[src/rtl/arith_pkg.sv]
package arith_pkg;

  localparam logic [4:0] FN_ADC  = 5'd0;
  localparam logic [4:0] FN_SBB  = 5'd1;
  localparam logic [4:0] FN_CMP  = 5'd2;
  localparam logic [4:0] FN_INC  = 5'd3;
  localparam logic [4:0] FN_DEC  = 5'd4;
  localparam logic [4:0] FN_NEG  = 5'd5;
  localparam logic [4:0] FN_PASS = 5'd6;
  localparam logic [4:0] FN_CPL  = 5'd7;

  typedef enum logic {OP1_A, OP1_NA} op1_sel_e;
  typedef enum logic [1:0] {OP2_B, OP2_NB, OP2_ZERO, OP2_ONES} op2_sel_e;
  typedef enum logic [1:0] {CIN_FLAG, CIN_ZERO, CIN_ONE, CIN_NFLAG} cin_sel_e;

  typedef struct packed {
    op1_sel_e op1;
    op2_sel_e op2;
    cin_sel_e cin;
    logic     wr;
    logic     upd_zs;
    logic     upd_cv;
  } ctrl_t;

  function automatic ctrl_t decode_fn(input logic [4:0] fn);
    ctrl_t c;
    c = '{op1: OP1_A, op2: OP2_ZERO, cin: CIN_ZERO, wr: 1'b0, upd_zs: 1'b0, upd_cv: 1'b0};
    case (fn)
      FN_ADC:  c = '{op1: OP1_A,  op2: OP2_B,    cin: CIN_FLAG,  wr: 1'b1, upd_zs: 1'b1, upd_cv: 1'b1};
      FN_SBB:  c = '{op1: OP1_A,  op2: OP2_NB,   cin: CIN_NFLAG, wr: 1'b1, upd_zs: 1'b1, upd_cv: 1'b1};
      FN_CMP:  c = '{op1: OP1_A,  op2: OP2_NB,   cin: CIN_ONE,   wr: 1'b0, upd_zs: 1'b1, upd_cv: 1'b1};
      FN_INC:  c = '{op1: OP1_A,  op2: OP2_ZERO, cin: CIN_ONE,   wr: 1'b1, upd_zs: 1'b1, upd_cv: 1'b0};
      FN_DEC:  c = '{op1: OP1_A,  op2: OP2_ONES, cin: CIN_ZERO,  wr: 1'b1, upd_zs: 1'b1, upd_cv: 1'b0};
      FN_NEG:  c = '{op1: OP1_NA, op2: OP2_ZERO, cin: CIN_ONE,   wr: 1'b1, upd_zs: 1'b1, upd_cv: 1'b1};
      FN_PASS: c = '{op1: OP1_A,  op2: OP2_ZERO, cin: CIN_ZERO,  wr: 1'b1, upd_zs: 1'b1, upd_cv: 1'b1};
      FN_CPL:  c = '{op1: OP1_NA, op2: OP2_ZERO, cin: CIN_ZERO,  wr: 1'b1, upd_zs: 1'b1, upd_cv: 1'b1};
      default: ;
    endcase
    return c;
  endfunction

endpackage

[src/rtl/arith_decode.sv]
module arith_decode
  import arith_pkg::*;
(
  input  logic       op_valid,
  input  logic [4:0] func_code,
  output op1_sel_e   op1_sel,
  output op2_sel_e   op2_sel,
  output cin_sel_e   cin_sel,
  output logic       wr_o,
  output logic       upd_zs_o,
  output logic       upd_cv_o
);

  ctrl_t raw;

  always_comb begin
    raw      = decode_fn(func_code);
    op1_sel  = raw.op1;
    op2_sel  = raw.op2;
    cin_sel  = raw.cin;
    wr_o     = raw.wr & op_valid;
    upd_zs_o = raw.upd_zs & op_valid;
    upd_cv_o = raw.upd_cv & op_valid;
  end

  // reserved codes leave every enable low
  always_comb begin
    if (func_code[4:3] != 2'b00) begin
      assert_reserved_idle_R8: assert (!wr_o && !upd_zs_o && !upd_cv_o);
    end
  end

endmodule

[src/rtl/arith_operand_mux.sv]
module arith_operand_mux
  import arith_pkg::*;
#(
  parameter int WIDTH = 8
) (
  input  op1_sel_e           op1_sel,
  input  op2_sel_e           op2_sel,
  input  cin_sel_e           cin_sel,
  input  logic [WIDTH-1:0]   a_i,
  input  logic [WIDTH-1:0]   b_i,
  input  logic               carry_flag_i,
  output logic [WIDTH-1:0]   op1_o,
  output logic [WIDTH-1:0]   op2_o,
  output logic               cin_o
);

  localparam logic [WIDTH-1:0] ALL_ONES = {WIDTH{1'b1}};

  always_comb begin
    case (op1_sel)
      OP1_NA:  op1_o = ~a_i;
      default: op1_o = a_i;
    endcase
  end

  always_comb begin
    case (op2_sel)
      OP2_B:    op2_o = b_i;
      OP2_NB:   op2_o = ~b_i;
      OP2_ONES: op2_o = ALL_ONES;
      default:  op2_o = '0;
    endcase
  end

  always_comb begin
    case (cin_sel)
      CIN_FLAG:  cin_o = carry_flag_i;
      CIN_ONE:   cin_o = 1'b1;
      CIN_NFLAG: cin_o = ~carry_flag_i;
      default:   cin_o = 1'b0;
    endcase
  end

endmodule

[src/rtl/arith_adder.sv]
module arith_adder #(
  parameter int WIDTH = 8
) (
  input  logic [WIDTH-1:0] op1_i,
  input  logic [WIDTH-1:0] op2_i,
  input  logic             cin_i,
  output logic [WIDTH-1:0] sum_o,
  output logic             cout_o,
  output logic             ovf_o
);

  localparam int MSB = WIDTH - 1;

  function automatic logic cell_sum(input logic x, input logic y, input logic c);
    return x ^ y ^ c;
  endfunction

  function automatic logic cell_carry(input logic gen, input logic prop, input logic c);
    return gen | (prop & c);
  endfunction

  logic [WIDTH:0] cy;
  assign cy[0] = cin_i;

  for (genvar i = 0; i < WIDTH; i++) begin : g_bit
    logic gen_w;
    logic prop_w;
    assign gen_w    = op1_i[i] & op2_i[i];
    assign prop_w   = op1_i[i] | op2_i[i];
    assign sum_o[i] = cell_sum(op1_i[i], op2_i[i], cy[i]);
    assign cy[i+1]  = cell_carry(gen_w, prop_w, cy[i]);
  end

  // carry out of the sign position vs. carry into it
  logic carry_into_msb;
  assign carry_into_msb = cy[MSB];
  assign cout_o         = cy[WIDTH];
  assign ovf_o          = cy[WIDTH] ^ carry_into_msb;

endmodule

[src/rtl/arith_flag_file.sv]
module arith_flag_file (
  input  logic clk,
  input  logic rst,
  input  logic zs_en_i,
  input  logic cv_en_i,
  input  logic zero_d,
  input  logic sign_d,
  input  logic carry_d,
  input  logic ovf_d,
  output logic zero_q,
  output logic sign_q,
  output logic carry_q,
  output logic ovf_q
);

  always_ff @(posedge clk) begin
    if (rst) begin
      zero_q  <= 1'b0;
      sign_q  <= 1'b0;
      carry_q <= 1'b0;
      ovf_q   <= 1'b0;
    end else begin
      if (zs_en_i) begin
        zero_q <= zero_d;
        sign_q <= sign_d;
      end
      if (cv_en_i) begin
        carry_q <= carry_d;
        ovf_q   <= ovf_d;
      end
    end
  end

  // reset clears every stored flag
  assert_reset_clear_R9: assert property (@(posedge clk)
    rst |=> (!zero_q && !sign_q && !carry_q && !ovf_q));

  // carry/overflow hold while their enable is low
  assert_cv_hold_R4: assert property (@(posedge clk) disable iff (rst)
    !cv_en_i |=> ($stable(carry_q) && $stable(ovf_q)));

  // zero/sign hold while their enable is low
  assert_zs_hold_R9: assert property (@(posedge clk) disable iff (rst)
    !zs_en_i |=> ($stable(zero_q) && $stable(sign_q)));

endmodule

[src/rtl/arith_unit.sv]
module arith_unit
  import arith_pkg::*;
#(
  parameter int WIDTH = 8
) (
  input  logic             clk,
  input  logic             rst,
  input  logic             op_valid,
  input  logic [4:0]       func_code,
  input  logic [WIDTH-1:0] a_in,
  input  logic [WIDTH-1:0] b_in,
  output logic [WIDTH-1:0] result,
  output logic             result_we,
  output logic             zero_nxt,
  output logic             sign_nxt,
  output logic             carry_nxt,
  output logic             ovf_nxt,
  output logic             zero_en,
  output logic             sign_en,
  output logic             carry_en,
  output logic             ovf_en,
  output logic             zero_q,
  output logic             sign_q,
  output logic             carry_q,
  output logic             ovf_q
);

  localparam int MSB = WIDTH - 1;

  op1_sel_e         op1_sel;
  op2_sel_e         op2_sel;
  cin_sel_e         cin_sel;
  logic             wr_w;
  logic             upd_zs_w;
  logic             upd_cv_w;
  logic [WIDTH-1:0] op1_w;
  logic [WIDTH-1:0] op2_w;
  logic             cin_w;
  logic [WIDTH-1:0] sum_w;
  logic             cout_w;
  logic             ovf_w;

  arith_decode u_decode (
    .op_valid  (op_valid),
    .func_code (func_code),
    .op1_sel   (op1_sel),
    .op2_sel   (op2_sel),
    .cin_sel   (cin_sel),
    .wr_o      (wr_w),
    .upd_zs_o  (upd_zs_w),
    .upd_cv_o  (upd_cv_w)
  );

  arith_operand_mux #(.WIDTH(WIDTH)) u_mux (
    .op1_sel      (op1_sel),
    .op2_sel      (op2_sel),
    .cin_sel      (cin_sel),
    .a_i          (a_in),
    .b_i          (b_in),
    .carry_flag_i (carry_q),
    .op1_o        (op1_w),
    .op2_o        (op2_w),
    .cin_o        (cin_w)
  );

  arith_adder #(.WIDTH(WIDTH)) u_adder (
    .op1_i  (op1_w),
    .op2_i  (op2_w),
    .cin_i  (cin_w),
    .sum_o  (sum_w),
    .cout_o (cout_w),
    .ovf_o  (ovf_w)
  );

  assign result    = sum_w;
  assign result_we = wr_w;
  assign zero_nxt  = ~|sum_w;
  assign sign_nxt  = sum_w[MSB];
  assign carry_nxt = cout_w;
  assign ovf_nxt   = ovf_w;
  assign zero_en   = upd_zs_w;
  assign sign_en   = upd_zs_w;
  assign carry_en  = upd_cv_w;
  assign ovf_en    = upd_cv_w;

  arith_flag_file u_flags (
    .clk     (clk),
    .rst     (rst),
    .zs_en_i (upd_zs_w),
    .cv_en_i (upd_cv_w),
    .zero_d  (zero_nxt),
    .sign_d  (sign_nxt),
    .carry_d (carry_nxt),
    .ovf_d   (ovf_nxt),
    .zero_q  (zero_q),
    .sign_q  (sign_q),
    .carry_q (carry_q),
    .ovf_q   (ovf_q)
  );

  // overflow only when like-signed operands give an opposite-signed sum
  assert_ovf_sign_R7: assert property (@(posedge clk) disable iff (rst)
    ovf_nxt |-> ((op1_w[MSB] == op2_w[MSB]) && (result[MSB] != op1_w[MSB])));

  // compare never writes but updates carry/overflow
  assert_cmp_no_write_R3: assert property (@(posedge clk) disable iff (rst)
    (op_valid && func_code == FN_CMP) |-> (!result_we && carry_en && zero_en));

  // increment/decrement keep stored carry and overflow
  assert_incdec_keep_R4: assert property (@(posedge clk) disable iff (rst)
    (op_valid && (func_code == FN_INC || func_code == FN_DEC))
      |=> (carry_q == $past(carry_q) && ovf_q == $past(ovf_q)));

  // stored sign follows the presented next value when enabled
  assert_sign_latch_R6: assert property (@(posedge clk) disable iff (rst)
    sign_en |=> (sign_q == $past(sign_nxt)));

  // no enable without the strobe
  assert_idle_quiet_R9: assert property (@(posedge clk) disable iff (rst)
    !op_valid |-> (!result_we && !zero_en && !sign_en && !carry_en && !ovf_en));

endmodule

[config.mk]
export PLATFORM = sky130hd
export DESIGN_NAME = arith_unit
export DESIGN_NICKNAME = d
export VERILOG_FILES = /design/src/rtl/arith_pkg.sv /design/src/rtl/arith_decode.sv /design/src/rtl/arith_operand_mux.sv /design/src/rtl/arith_adder.sv /design/src/rtl/arith_flag_file.sv /design/src/rtl/arith_unit.sv
export SDC_FILE = /design/constraint.sdc
export NUM_CORES = 1
export LEC_CHECK = 0
export CAP_MARGIN = 25
export CELL_PAD_IN_SITES_DETAIL_PLACEMENT = 0
export CELL_PAD_IN_SITES_GLOBAL_PLACEMENT = 2
export CORE_UTILIZATION = 21
export CTS_CLUSTER_SIZE = 12
export DETAILED_ROUTE_END_ITERATION = 8
export GPL_TIMING_DRIVEN = 0
export PLACE_DENSITY = 0.91
export SLEW_MARGIN = 20
export SYNTH_ARGS = -nofsm -noshare
export SYNTH_HDL_FRONTEND = slang
export SYNTH_SLANG_ARGS = --single-unit
[constraint.sdc]
create_clock -name clk -period 30.4 [get_ports clk]
set_input_delay 9.12 -clock clk [delete_from_list [all_inputs] [get_ports clk]]
set_output_delay 9.12 -clock clk [all_outputs]
set_load 0.03 [all_outputs]
## Word level (Yosys, flattened, before mapping)

Index checks and enable logic that the tools add are counted.

| cells by class | value |
|---|---|
| eq/ne operators | 11 |
| muxes and demuxes | 4 |
| bitwise operators | 55 |
| reduce and logical (&&, ||, !) cells | 5 |

Operators with widths:

| kind | number |
|---|---|
| 8-bit one-hot mux with 8 select lines | 1 |
| 8-bit one-hot mux with 3 select lines | 1 |
| 5-bit by 3-bit equality test with 1-bit output (second input constant) | 4 |
| 1-bit bitwise AND | 19 |
| 1-bit bitwise XOR | 17 |
| 8-bit inverter | 2 |
| 1-bit bitwise OR | 16 |
| 5-bit by 2-bit equality test with 1-bit output (second input constant) | 2 |
| 8-bit two-way mux | 1 |
| 8-bit OR reduction | 1 |
| 2-bit equality test (second input constant) | 3 |
| 5-bit by 1-bit equality test with 1-bit output (second input constant) | 1 |
| 5-bit logical NOT | 1 |
| 2-bit logical NOT | 2 |
| 1-bit one-hot mux with 3 select lines | 1 |
| 2-bit by 1-bit equality test with 1-bit output (second input constant) | 1 |
| 1-bit logical NOT | 1 |
| 1-bit inverter | 1 |

| word-level totals | value |
|---|---|
| register bits after elaboration | 4 |
| bits of input ports | 24 |
| output and inout port bits | 21 |
| logic and storage cells | 79 |

## Depth between registers and ports, before layout

| depth | value |
|---|---|
| depth after elaboration | 22 |
| mapped depth | 16 |
| mapped depth without buffers | 15 |

## Hierarchy

A second synthesis with hierarchy kept.

| second synthesis, totals | value |
|---|---|
| cell total of the unflattened synthesis | 85 |
| area, all modules | 723.2 µm² |

Modules (own cells, without submodules):

| module | instances | cells each | area each (µm²) | sequential area each (µm²) |
|---|---|---|---|---|
| arith_operand_mux | 1 | 28 | 230.2 | 0.0 |
| arith_adder | 1 | 17 | 198.9 | 0.0 |
| arith_flag_file | 1 | 12 | 135.1 | 80.1 |
| arith_decode | 1 | 22 | 117.6 | 0.0 |
| arith_unit | 1 | 6 | 41.3 | 0.0 |

## Worst setup path after synthesis

Ideal clock, no wire load.

| timing path | value |
|---|---|
| path type | in2out |
| start | input func_code[0] |
| end | output zero_nxt |
| arrival time | 13885 ps |
| path slack | 7395 ps |
| stages | 15 |
| cell sequence | buf_2 > a2111oi_4 > nand2_1 > xnor2_1 > fa_1 > fa_1 > fa_1 > fa_1 > fa_1 > inv_1 > fa_1 > fa_1 > fa_1 > nand4b_1 > nor3_1 |

| on the way | value |
|---|---|
| longest elaborated chain between the ends | 22 |

RTL lines:

| item | RTL line | text |
|---|---|---|
| from (decl) | arith_unit.sv:9 | `input logic [4:0] func_code,` |
| 5-bit by 3-bit equality test with 1-bit output, or another cell as far along | arith_pkg.sv:28 | `case (fn)` |
| 8-bit one-hot mux with 8 select lines * | arith_pkg.sv:28 |  |
| 2-bit equality test, or another cell as far along | arith_operand_mux.sv:27 | `case (op2_sel)` |
| 8-bit one-hot mux with 3 select lines | arith_operand_mux.sv:27 |  |
| 1-bit bitwise OR | arith_adder.sv:29 | `assign prop_w = op1_i[i] \| op2_i[i];` |
| 1-bit bitwise AND | arith_adder.sv:19 | `return gen \| (prop & c);` |
| 1-bit bitwise OR | arith_adder.sv:19 |  |
| 1-bit bitwise AND | arith_adder.sv:19 |  |
| [7 not listed] | n/a |  |
| 1-bit bitwise AND | arith_adder.sv:19 |  |
| 1-bit bitwise OR | arith_adder.sv:19 |  |
| 1-bit bitwise AND | arith_adder.sv:19 |  |
| 1-bit bitwise OR | arith_adder.sv:19 |  |
| 1-bit bitwise XOR * | arith_adder.sv:15 | `return x ^ y ^ c;` |
| via sign_nxt | arith_unit.sv:15 | `output logic sign_nxt,` |
| 8-bit OR reduction * | arith_unit.sv:77 | `assign zero_nxt = ~\|sum_w;` |
| 1-bit logical NOT * | arith_unit.sv:77 |  |
| to (decl) | arith_unit.sv:14 | `output logic zero_nxt,` |

Mark *: on every way through the listed nets, which the timed path passes. The rest lies on a longest branch.

## Worst setup path in the final report

| timing path | value |
|---|---|
| start | input func_code[1] |
| end | output zero_nxt |

| on the way | value |
|---|---|
| longest elaborated chain between the ends | 22 |

RTL lines:

| item | RTL line |
|---|---|
| 5-bit by 3-bit equality test with 1-bit output, or another cell as far along | arith_pkg.sv:28 |
| 8-bit one-hot mux with 8 select lines * | arith_pkg.sv:28 |
| 2-bit equality test, or another cell as far along | arith_operand_mux.sv:27 |
| 8-bit one-hot mux with 3 select lines | arith_operand_mux.sv:27 |
| 1-bit bitwise OR | arith_adder.sv:29 |
| 1-bit bitwise AND | arith_adder.sv:19 |
| 1-bit bitwise OR | arith_adder.sv:19 |
| 1-bit bitwise AND | arith_adder.sv:19 |
| [6 not listed] | n/a |
| 1-bit bitwise OR | arith_adder.sv:19 |
| 1-bit bitwise AND | arith_adder.sv:19 |
| 1-bit bitwise OR | arith_adder.sv:19 |
| 1-bit bitwise AND | arith_adder.sv:19 |
| 1-bit bitwise OR | arith_adder.sv:19 |
| 1-bit bitwise XOR | arith_adder.sv:15 |
| 8-bit OR reduction * | arith_unit.sv:77 |
| 1-bit logical NOT * | arith_unit.sv:77 |

Every way passes the cells marked *; elsewhere a longest branch is shown, timed or not.

==> impl_metrics.py <==
metrics = {
    "setup_path": {
        "cp_max_fo": 8,
        "cp_data_arrival_time_ps": 14630,
        "worstPathCellList": "clkdlybuf4s50_1, a2111oi_4, nand2_1, xnor2_1, fa_1, fa_1, fa_1, fa_1, fa_1, inv_1, fa_1, fa_1, fa_1, nand4b_1, nor3_1, clkdlybuf4s50_1",
        "startpoint_type": "input port",
        "critical_path.top_delay_family": "adder cells",
        "critPathMaxStageDelay_ps": 710,
        "critPathMostFrequentCell": "fa_1",
        "critical_path_class": "in -> out",
        "cp_num_cells": 16,
        "r2r-end": "u_flags.zero_q",
        "worst-path-buf-inv": 3,
        "r2r_start": "u_flags.carry_q",
        "ff2ff_setup_slack_ps": 25820,
        "worstRegToRegCells": 15,
        "critPathSlowestCell": "clkdlybuf4s50_1",
        "critical_path_required_ps": 21280,
        "endpoint_kind": "output pin",
    },
    "final_layout": {
        "n_fill_cell": 370,
        "nets": 163,
        "area_growth_pct": 68.0,
        "final_layout_size_suffix_gt1_share_pct": 10.9,
        "antenna_cells": 0,
        "fin_cells": 175,
    },
    "grt": {
        "grt_max_degree": 10,
        "grt_overflow": 0,
        "antenna_found_initial": 0,
        "grt_pass1_wl_um": 2730,
        "grt_usage_pct": 9.88,
        "grt_pass1_vias": 652,
    },
    "timing": {
        "finalSetupViolCount": 0,
        "rsz0062_at_grt": "no",
        "worst_pin_slew_ps": 579,
        "relSlewSlack_pct": 61.4,
        "period_share_pct": 78.1,
        "timing.fmax_mhz": 42.1,
        "tns_ps": 0,
        "slew_viol_final": 0,
        "finClkSkew_ps": 1.01,
        "fin_crit_ps": 23750,
        "hold_viol": 0,
    },
    "placement": {
        "gp_congestion": 0.758,
        "io_buffers": 42,
        "place_inst": 172,
        "place_hpwl_um": 1600,
    },
    "drt": {
        "drc": 0,
        "dr.first_iter.drc_count": 13,
        "drt-pass1-iter-count": 4,
        "avgRoutedWirePerCell_um": 10.9,
        "num_vias": 711,
        "detail_route.vias_per_cell": 4.06,
        "drt_wl_total_um": 1900,
        "ant_nets": 0,
    },
    "cts": {
        "cts_max_level": 1,
        "cts_setup_buffers": 0,
        "cts_buffers": 3,
        "cts_num_sinks": 4,
        "cts_hold_buffers": 0,
        "cts-root-buf": "clkbuf_4",
        "worstSkewPairLatency_ps": 230,
        "max-clock-path-buffers": 2,
        "cts_resized": 0,
        "cts_tree": "done",
        "clkTransAtPathRegs_ps": 40,
    },
    "power_and_ir_drop": {
        "pwr-share-seq_pct": 13.2,
        "power_density_mw_per_mm2": 33.9,
        "power.share.switching_pct": 43.6,
        "p_comb_share_pct": 71.4,
        "p_int_mw": 0.0236,
        "p_leak_nw": 0.460,
        "switchingPower_mw": 0.0183,
        "clkPwrFrac_pct": 15.4,
        "ir_worst_vdd_uv": 13.7,
    },
    "yosys": {
        "syn_inst": 84,
        "syn_nets": 116,
        "ys_types": 27,
        "avgSynthCellArea_sq_um": 8.76,
        "seq_area_frac_synth_pct": 10.9,
        "synth_seq_cells": 4,
        "synth_warnings": 0,
        "synth_area_sq_um": 736,
    },
    "die": {
        "start_util_pct": 22.0,
        "core_sq_mm": 0.00334,
        "die_w_um": 61.2,
        "row_count": 21,
        "ios": 45,
        "dieHeight_um": 61.2,
        "dieArea_sq_mm": 0.00374,
    },
    "job": {
        "maxCapViolations": 0,
    },
    "run_status": {
        "status": "finished clean",
    },
    "hold_path": {
        "min_from": "u_flags.sign_q",
        "min_path_cells": 2,
        "holdPathEnd": "u_flags.sign_q",
        "hold_path_class": "reg -> reg",
    },
}
==> metrics by stage <==
step / setup slack [ps] / utilization, % / hold slack [ps] / instance area (sq um) / power (mW)
global route: 6300 / 37.0 / 499 / 1240 / 0.0448
global placement: 6670 / 36.4 / 459 / 1210 / 0.0353
floorplan: 7400 / - / 575 / 736 / 0.0236
finish: 6650 / 37.0 / 468 / 1240 / 0.0419
detailed placement: 6630 / 36.4 / 463 / 1210 / 0.0357
CTS: 6620 / 37.0 / 468 / 1240 / 0.0426
==> logic make-up after synthesis <==
logic type,after synthesis,share of synthesized area [%]
buf+inv,15,10.0
fa+ha+maj,8,21.8
mux,2,2.72
xor+xnor,18,21.4
flops,4,10.9
compound gates,10,13.1
simple gates,27,20.1
==> state kept, by name, summed over array words and instances, names as in the netlist <==
name             cells
u_flags.sign_q       1
u_flags.ovf_q        1
u_flags.carry_q      1
u_flags.zero_q       1
==> how the worst max path moves through the flow <==
stage | from | to
6_report | func_code[1] | zero_nxt
5_1_grt | func_code[1] | zero_nxt
4_1_cts | func_code[1] | zero_nxt
3_5_place_dp | func_code[1] | zero_nxt
3_3_place_gp | func_code[1] | zero_nxt
2_1_floorplan | func_code[0] | zero_nxt
==> area by class of cell <==
type,instances,area [sq um],share of cell area (%)
timing repair buffer,42,420,34.0
buffer,6,40.0,3.24
clock buffer,3,22.5,1.82
tap,46,57.6,4.66
inverter,9,33.8,2.73
multi-input combinational,65,582,47.1
sequential,4,80.1,6.48
==> per-layer routing <==
metal  wire (um)  GRT usage [%]  part of all wire (%)  up-vias
met3         102           1.26                   5.4        0
li1            -              -                     -      358
met4           0           2.92                     0        0
met1         762           11.3                    40      333
met2        1040           18.9                    55       20
met5           0              0                     0        -
==> cell usage in the layout (no fill, tap or decap), drive strengths merged, types with 2 or more instances in the layout <==
cell / n
a21oi: 4
dfxtp: 4
o21ai: 2
and3: 2
fa: 8
inv: 9
nand2b: 3
clkdlybuf4s50: 42
xnor2: 10
nand2: 12
or3b: 2
clkbuf: 3
mux2i: 2
buf: 6
xor2: 8
==> cells in the mapped netlist <==
master / instances / area share [%]
nand2_1: 12 / 6.1
xnor2_1: 10 / 12
inv_1: 9 / 4.6
fa_1: 8 / 22
xor2_1: 8 / 9.5
a21oi_1: 4 / 2.7
buf_4: 4 / 4.1
dfxtp_1: 4 / 11
nand2b_1: 3 / 2.6
and3_1: 2 / 1.7
buf_2: 2 / 1.4
mux2i_1: 2 / 2.7
o21ai_0: 2 / 1.4
a2111oi_4: 1 / 3.7
a31o_2: 1 / 1.2
and2_0: 1 / 0.85
nand3b_1: 1 / 1.0
nand4_1: 1 / 0.85
nand4b_1: 1 / 1.2
nor2_1: 1 / 0.51
nor3_1: 1 / 0.68
o211ai_4: 1 / 2.9
o31a_1: 1 / 1.2
or2_2: 1 / 0.85
or3b_1: 1 / 1.2
or3b_4: 1 / 1.5
or4_1: 1 / 1.0
==> worst reg2reg max path, cell delays in order, from the launching register on <==
cell,delay (ps)
dfxtp_1,380
nand2b_1,70
a21oi_1,140
o21ai_0,140
fa_1,410
fa_1,380
fa_1,390
fa_1,390
fa_1,360
inv_1,70
fa_1,190
fa_1,240
fa_1,500
nand4b_1,230
or4_1,480
a21oi_1,130
==> power groups by stage <==
stage	Clock (mW)	Sequential, mW	Combinational, mW
floorplan	0	0.00586	0.0177
global placement	0	0.00559	0.0297
detailed placement	0	0.00560	0.0301
CTS	0.00681	0.00552	0.0303
global route	0.00713	0.00553	0.0321
finish	0.00647	0.00552	0.0299
No activity file was read; power rests on OpenSTA's default activity.
